**src/rtl/hw_mac_pkg.sv**
```systemverilog
package hw_mac_pkg;
  typedef enum logic [1:0] {
    OP_MUL  = 2'd0,
    OP_MAC  = 2'd1,
    OP_MULW = 2'd2,
    OP_MACL = 2'd3
  } mac_op_e;
endpackage

```
**src/rtl/hw_half_pick.sv**
```systemverilog
module hw_half_pick #(
  parameter int DATA_W = 32,
  localparam int HALF_W = DATA_W / 2
) (
  input  logic [DATA_W-1:0] word_i,
  input  logic              sel_i,
  output logic [DATA_W-1:0] half_x_o
);
  logic [HALF_W-1:0] half;
  assign half     = sel_i ? word_i[DATA_W-1:HALF_W] : word_i[HALF_W-1:0];
  assign half_x_o = {{HALF_W{half[HALF_W-1]}}, half};
endmodule

```
**src/rtl/hw_mac_core.sv**
```systemverilog
module hw_mac_core
  import hw_mac_pkg::*;
#(
  parameter int DATA_W = 32,
  localparam int HALF_W = DATA_W / 2,
  localparam int PROD_W = DATA_W + HALF_W,
  localparam int LONG_W = 2 * DATA_W
) (
  input  mac_op_e           op_i,
  input  logic              sel_a_i,
  input  logic              sel_b_i,
  input  logic              no_acc_i,
  input  logic [DATA_W-1:0] a_i,
  input  logic [DATA_W-1:0] b_i,
  input  logic [DATA_W-1:0] acc_i,
  input  logic [LONG_W-1:0] acc_long_i,
  output logic [DATA_W-1:0] res_o,
  output logic [LONG_W-1:0] res_long_o,
  output logic              ovf_o
);
  logic [DATA_W-1:0] ops   [2];
  logic              sels  [2];
  logic [DATA_W-1:0] halfx [2];

  assign ops[0]  = a_i;
  assign ops[1]  = b_i;
  assign sels[0] = sel_a_i;
  assign sels[1] = sel_b_i;

  for (genvar g = 0; g < 2; g++) begin : g_pick
    hw_half_pick #(.DATA_W(DATA_W)) u_pick (
      .word_i  (ops[g]),
      .sel_i   (sels[g]),
      .half_x_o(halfx[g])
    );
  end

  logic [DATA_W-1:0] prod_hh;
  logic [PROD_W-1:0] a_wide, b_wide, prod_wh;
  logic [DATA_W-1:0] mid_wh;
  logic [DATA_W-1:0] add_opd, add_sum;
  logic              add_ovf;

  assign prod_hh = halfx[0] * halfx[1];
  assign a_wide  = {{HALF_W{a_i[DATA_W-1]}}, a_i};
  assign b_wide  = {{HALF_W{halfx[1][DATA_W-1]}}, halfx[1]};
  assign prod_wh = a_wide * b_wide;
  assign mid_wh  = prod_wh[PROD_W-1:HALF_W];

  // shared 32-bit accumulate adder
  assign add_opd = (op_i == OP_MULW) ? mid_wh : prod_hh;
  assign add_sum = add_opd + acc_i;
  assign add_ovf = (add_opd[DATA_W-1] == acc_i[DATA_W-1]) &&
                   (add_sum[DATA_W-1] != acc_i[DATA_W-1]);

  assign res_long_o = acc_long_i + {{DATA_W{prod_hh[DATA_W-1]}}, prod_hh};

  always_comb begin
    res_o = prod_hh;
    ovf_o = 1'b0;
    unique case (op_i)
      OP_MUL:  res_o = prod_hh;
      OP_MAC: begin
        res_o = add_sum;
        ovf_o = add_ovf;
      end
      OP_MULW: begin
        res_o = no_acc_i ? mid_wh : add_sum;
        ovf_o = !no_acc_i && add_ovf;
      end
      OP_MACL: res_o = res_long_o[DATA_W-1:0];
      default: ;
    endcase
  end
endmodule

```
**src/rtl/hw_mac_unit.sv**
```systemverilog
module hw_mac_unit
  import hw_mac_pkg::*;
#(
  parameter int DATA_W = 32,
  localparam int LONG_W = 2 * DATA_W
) (
  input  logic              clk_i,
  input  logic              rst_ni,
  input  logic              valid_i,
  input  logic [1:0]        op_i,
  input  logic              sel_a_i,
  input  logic              sel_b_i,
  input  logic              no_acc_i,
  input  logic [DATA_W-1:0] a_i,
  input  logic [DATA_W-1:0] b_i,
  input  logic [DATA_W-1:0] acc_i,
  input  logic [DATA_W-1:0] acc_hi_i,
  input  logic [DATA_W-1:0] acc_lo_i,
  input  logic              flag_clr_i,
  output logic              valid_o,
  output logic [DATA_W-1:0] res_o,
  output logic [DATA_W-1:0] res_hi_o,
  output logic [DATA_W-1:0] res_lo_o,
  output logic              ovf_o
);
  mac_op_e           op;
  logic [DATA_W-1:0] core_res;
  logic [LONG_W-1:0] core_long;
  logic              core_ovf;

  assign op = mac_op_e'(op_i);

  hw_mac_core #(.DATA_W(DATA_W)) u_core (
    .op_i      (op),
    .sel_a_i   (sel_a_i),
    .sel_b_i   (sel_b_i),
    .no_acc_i  (no_acc_i),
    .a_i       (a_i),
    .b_i       (b_i),
    .acc_i     (acc_i),
    .acc_long_i({acc_hi_i, acc_lo_i}),
    .res_o     (core_res),
    .res_long_o(core_long),
    .ovf_o     (core_ovf)
  );

  always_ff @(posedge clk_i or negedge rst_ni) begin
    if (!rst_ni) begin
      valid_o  <= 1'b0;
      res_o    <= '0;
      res_hi_o <= '0;
      res_lo_o <= '0;
      ovf_o    <= 1'b0;
    end else begin
      valid_o <= valid_i;
      // overflow in the clear cycle wins
      ovf_o   <= (ovf_o && !flag_clr_i) || (valid_i && core_ovf);
      if (valid_i) begin
        res_o <= core_res;
        if (op == OP_MACL) {res_hi_o, res_lo_o} <= core_long;
      end
    end
  end


  valid_follow_chk: assert property (@(posedge clk_i) disable iff (!rst_ni)
    valid_i |=> valid_o);

  valid_idle_chk: assert property (@(posedge clk_i) disable iff (!rst_ni)
    !valid_i |=> !valid_o);

  idle_hold_chk: assert property (@(posedge clk_i) disable iff (!rst_ni)
    !valid_i |=> $stable(res_o) && $stable(res_hi_o) && $stable(res_lo_o));

  long_hold_chk: assert property (@(posedge clk_i) disable iff (!rst_ni)
    (op_i != 2'd3) |=> $stable(res_hi_o) && $stable(res_lo_o));

  sticky_hold_chk: assert property (@(posedge clk_i) disable iff (!rst_ni)
    ovf_o && !flag_clr_i |=> ovf_o);

  flag_source_chk: assert property (@(posedge clk_i) disable iff (!rst_ni)
    !ovf_o && !(valid_i && (op_i == 2'd1 || (op_i == 2'd2 && !no_acc_i)))
      |=> !ovf_o);
endmodule

```
**config.mk**
```make
export PLATFORM = sky130hd
export DESIGN_NAME = hw_mac_unit
export DESIGN_NICKNAME = d
export VERILOG_FILES = /design/src/rtl/hw_mac_pkg.sv /design/src/rtl/hw_half_pick.sv /design/src/rtl/hw_mac_core.sv /design/src/rtl/hw_mac_unit.sv
export SDC_FILE = /design/constraint.sdc
export NUM_CORES = 2
export LEC_CHECK = 0
export BUFFER_PORTS_ARGS = -buffer_cell sky130_fd_sc_hd__buf_2
export CAP_MARGIN = 40
export CORE_MARGIN = 1.5
export CORE_UTILIZATION = 47
export CTS_BUF_LIST = sky130_fd_sc_hd__clkbuf_8 sky130_fd_sc_hd__clkbuf_16
export DETAILED_ROUTE_END_ITERATION = 6
export PLACE_DENSITY = 0.7
export SLEW_MARGIN = 20
export SYNTH_ARGS = -nofsm -noshare
export SYNTH_HDL_FRONTEND = slang
export SYNTH_SLANG_ARGS = --single-unit
```
**constraint.sdc**
```tcl
create_clock -name clk_i -period 1.25 [get_ports clk_i]
set_input_delay 0.25 -clock clk_i [delete_from_list [all_inputs] [get_ports clk_i]]
set_output_delay 0.25 -clock clk_i [all_outputs]
set_load 0.1 [all_outputs]
```
==> out/qor.csv <==
stage;metric;value;unit
outcome;status;finished with violations;
outcome;failing checks;negative setup slack;
worst_setup_path;crit path from;sel_b_i;
sta;Final min period;8940;ps
sta;WHS;105;ps
place;global placement routability congestion;0.975;
sta;setup ws final;-7690;ps
drt;Detailed Routing Iterations Pass 1;6;
synth;Syn Area/Cell;8.72;um2
worst_hold_path;Hold Path Origin;flag_clr_i;
cts;CTS Sinks;98;
finish;final net count;6500;
worst_setup_path;CP arrival;9270;ps
finish;Multi-input gate area;33100;um2
synth;Syn. warnings;0;
sta;final setup violation count;118;
cts;H-tree levels;3;
global_routing;GRT Util Overall;31.9;%
global_routing;largest net degree at the start of global routing;33;
floorplan;Top-Level Pins;267;
global_routing;first-pass GRT wire length;201000;um
finish;fillcell total;6115;
drt;DRT antenna net count;0;
cts;Clock Path Buffers;2;
floorplan;num rows;102;
floorplan;core area;77700;um2
synth;synthesized area;37000;um2
cts;TritonCTS clock tree;done;
drt;Via density;5.38;
floorplan;Initial Utilization;47.7;%
worst_setup_path;Worst R2R Start;res_hi_o[11]$_DFFE_PN0P_;
finish;synthesis-to-layout area growth;38.2;%
sta;Worst Tran Pin Value;692;ps
finish;register area;2470;um2
floorplan;die area;80500;um2
finish;share of post-route cells with drive strength above 1;32.8;%
synth;Seq/Total Area, Yosys;6.62;%
global_routing;initial antenna violation count;6;
worst_setup_path;Crit-path slowest cell;fa_1;
sta;pins over their slew limit;0;
sta;Final Cycle Share;716;%
worst_setup_path;CP required;1570;ps
drt;final wirelength;128000;um
sta;Achievable Freq;0.112;GHz
drt;Starting DRT DRC Count;2551;
synth;number of synthesized flops with an enable pin;0;
worst_hold_path;Min-Delay Path Class;in -> reg;
synth;Post-synth ARST share;100;%
synth;synthesized instance count;4247;
floorplan;Die Ht;284;um
global_routing;GRT overflow;0;
worst_setup_path;most frequent CP cell;fa_1;
worst_setup_path;Worst setup EP type;flip-flop;
sta;final hold vios;0;
synth;Cell variety after synth;75;
worst_setup_path;CP max stage delay;540;ps
worst_setup_path;Crit Path Category;in -> reg;
place;PortBufs;266;
synth;Synth Flop Type;dfrtp_1;
cts;CTS clk-pin slew, worst paths;80;ps
sta;RSZ-0062 raised after global routing;yes;
synth;Yosys reg bits;98;
worst_setup_path;CP max FO;6;
sta;Max Clock Skew;0;ps
global_routing;vias in the first global route;36300;
floorplan;Die Span X;284;um
cts;total CTS buffers;9;
cts;root buffer cell;clkbuf_16;
worst_setup_path;critical path startpoint category;input pin;
cts;Clock Latency Late Sink;360;ps
place;dpl hpwl;107000;um
sta;Slew headroom;53.7;%
job;Max Cap Viol;0;
drt;DRC;0;
synth;syn_nets;5456;
drt;DR WL/cell;20.1;um
drt;via count;34100;
==> kinds of logic (layout without fill, tap and decap cells) <==
| family | count (synthesis) | after routing | synth area share (%) |
|---|---|---|---|
| buffers and inverters | 1097 | 2143 | 11.1 |
| flip-flops | 98 | 98 | 6.62 |
| multiplexers | 111 | 114 | 3.28 |
| AND/OR/NAND/NOR | 1136 | 1136 | 14.1 |
| XOR/XNOR | 165 | 165 | 3.90 |
| AO/OA/AOI/OAI | 600 | 600 | 10.7 |
| other | 0 | 3 | 0 |
| adder cells (fa/ha/maj) | 1040 | 1040 | 50.3 |
==> cells in the final DEF, fill, tap and decap left out, types with 28 or more instances in the layout <==
cell and instances:
ha_1 246, xor2_1 44, o21a_1 29, dfrtp_1 85, ha_4 40, fa_1 736, buf_2 165, nand2b_1 35
o21ai_1 45, inv_1 883, buf_4 860, mux2_4 28, a21o_1 88, mux2_2 59, xnor2_2 30, nand2_1 554
xnor2_1 70, nor2_1 168, a21oi_1 100, a21oi_2 51, buf_6 56, nor2b_1 49, o21ai_0 53, buf_12 119
and2_1 169
==> synth_stat cells, types with 8 or more instances <==
cell type	instances	area (um2)
o21ai_0	116	581
nor2_1	184	691
mux2_2	84	946
and3_1	19	119
o21bai_1	20	150
a211oi_1	20	150
o31ai_1	13	97.6
o21a_1	31	233
nor3_1	19	95.1
o211ai_1	8	60.1
a21o_1	89	668
inv_1	912	3420
o22ai_1	16	100
nand2_1	573	2150
and2_1	179	1120
xnor2_1	109	955
mux2i_1	27	270
ha_1	291	3640
buf_1	8	30.0
nor2b_1	51	319
fa_1	749	15000
nand3_1	23	115
dfrtp_1	98	2450
xor2_1	56	490
a221oi_1	18	158
a21oi_1	158	791
nand2b_1	36	225
clkbuf_1	175	657
a31oi_1	21	131
nand4_1	20	125
==> sequential cells by signal, summed over array words and instances (netlist names) <==
name	count
ovf_o	1
res_lo_o	32
valid_o	1
res_hi_o	32
res_o	32
==> per-layer routing <==
layer / part of all wire (%) / up-vias / track usage (%)
met2: 46 / 1498 / 51.3
met4: 5.4 / 10 / 13.8
met1: 40 / 17000 / 42.8
met5: 0.051 / - / 0
met3: 8.3 / 363 / 5.02
li1: - / 15200 / -
==> area by class of cell <==
type | instances | share of cell area (%)
Clock inverter | 6 | 0.149
Inverter | 913 | 6.70
Sequential cell | 98 | 4.82
Multi-Input combinational cell | 3055 | 64.6
Antenna cell | 3 | 0.0147
Tap cell | 1040 | 2.54
Timing Repair Buffer | 1214 | 20.7
Clock buffer | 10 | 0.467
==> worst paths after layout <==
check	to	slack [ps]	depth (start not counted)
setup / recovery	res_o[28]$_DFFE_PN0P_	-7690	40
hold / removal	ovf_o$_DFF_PN0_	110	2
setup reg to reg	res_hi_o[11]$_DFFE_PN0P_	250	3
hold reg to reg	res_o[3]$_DFFE_PN0P_	550	1
max in group asynchronous	res_hi_o[30]$_DFFE_PN0P_	520	3
min in group asynchronous	res_hi_o[9]$_DFFE_PN0P_	250	2
==> stage by stage <==
step           instance area, um2  setup WS [ps]  TNS (ps)  instances  util [%]
6_report                    51200          -7690   -635340       6339      65.9
5_1_grt                     51200          -8040   -662500       6336      65.9
4_1_cts                     49600          -7560   -621460       6303      63.9
3_5_place_dp                47700          -8270   -681980       6255      61.4
3_3_place_gp                47700          -8180   -677190       6255      61.4
2_1_floorplan               37600          -7780   -614880       4247         -
==> worst max-delay path, delay by kind of cell <==
family	cells	cell delay [ps]
AOI/OAI and AO/OA	15	3010
xor gates and xnor gates	2	290
adders and majority gates	8	3470
buffers and inverters	8	860
muxes	2	650
and+or+nand+nor	5	720
==> timing repair <==
action / 4_1_cts / 5_1_grt
gates cloned: 7 / 2
hold buffers: 1 / 0
pin swaps: 125 / 157
endpoints found under the setup margin: 127 / 150
hold endpoints to repair: 83 / 0
setup buffers: 26 / 36
gates resized for setup: 287 / 275
Power is left out: the tool's default activity adds up to more than one toggle a clock period on the data nets, which glitch-free logic cannot reach.
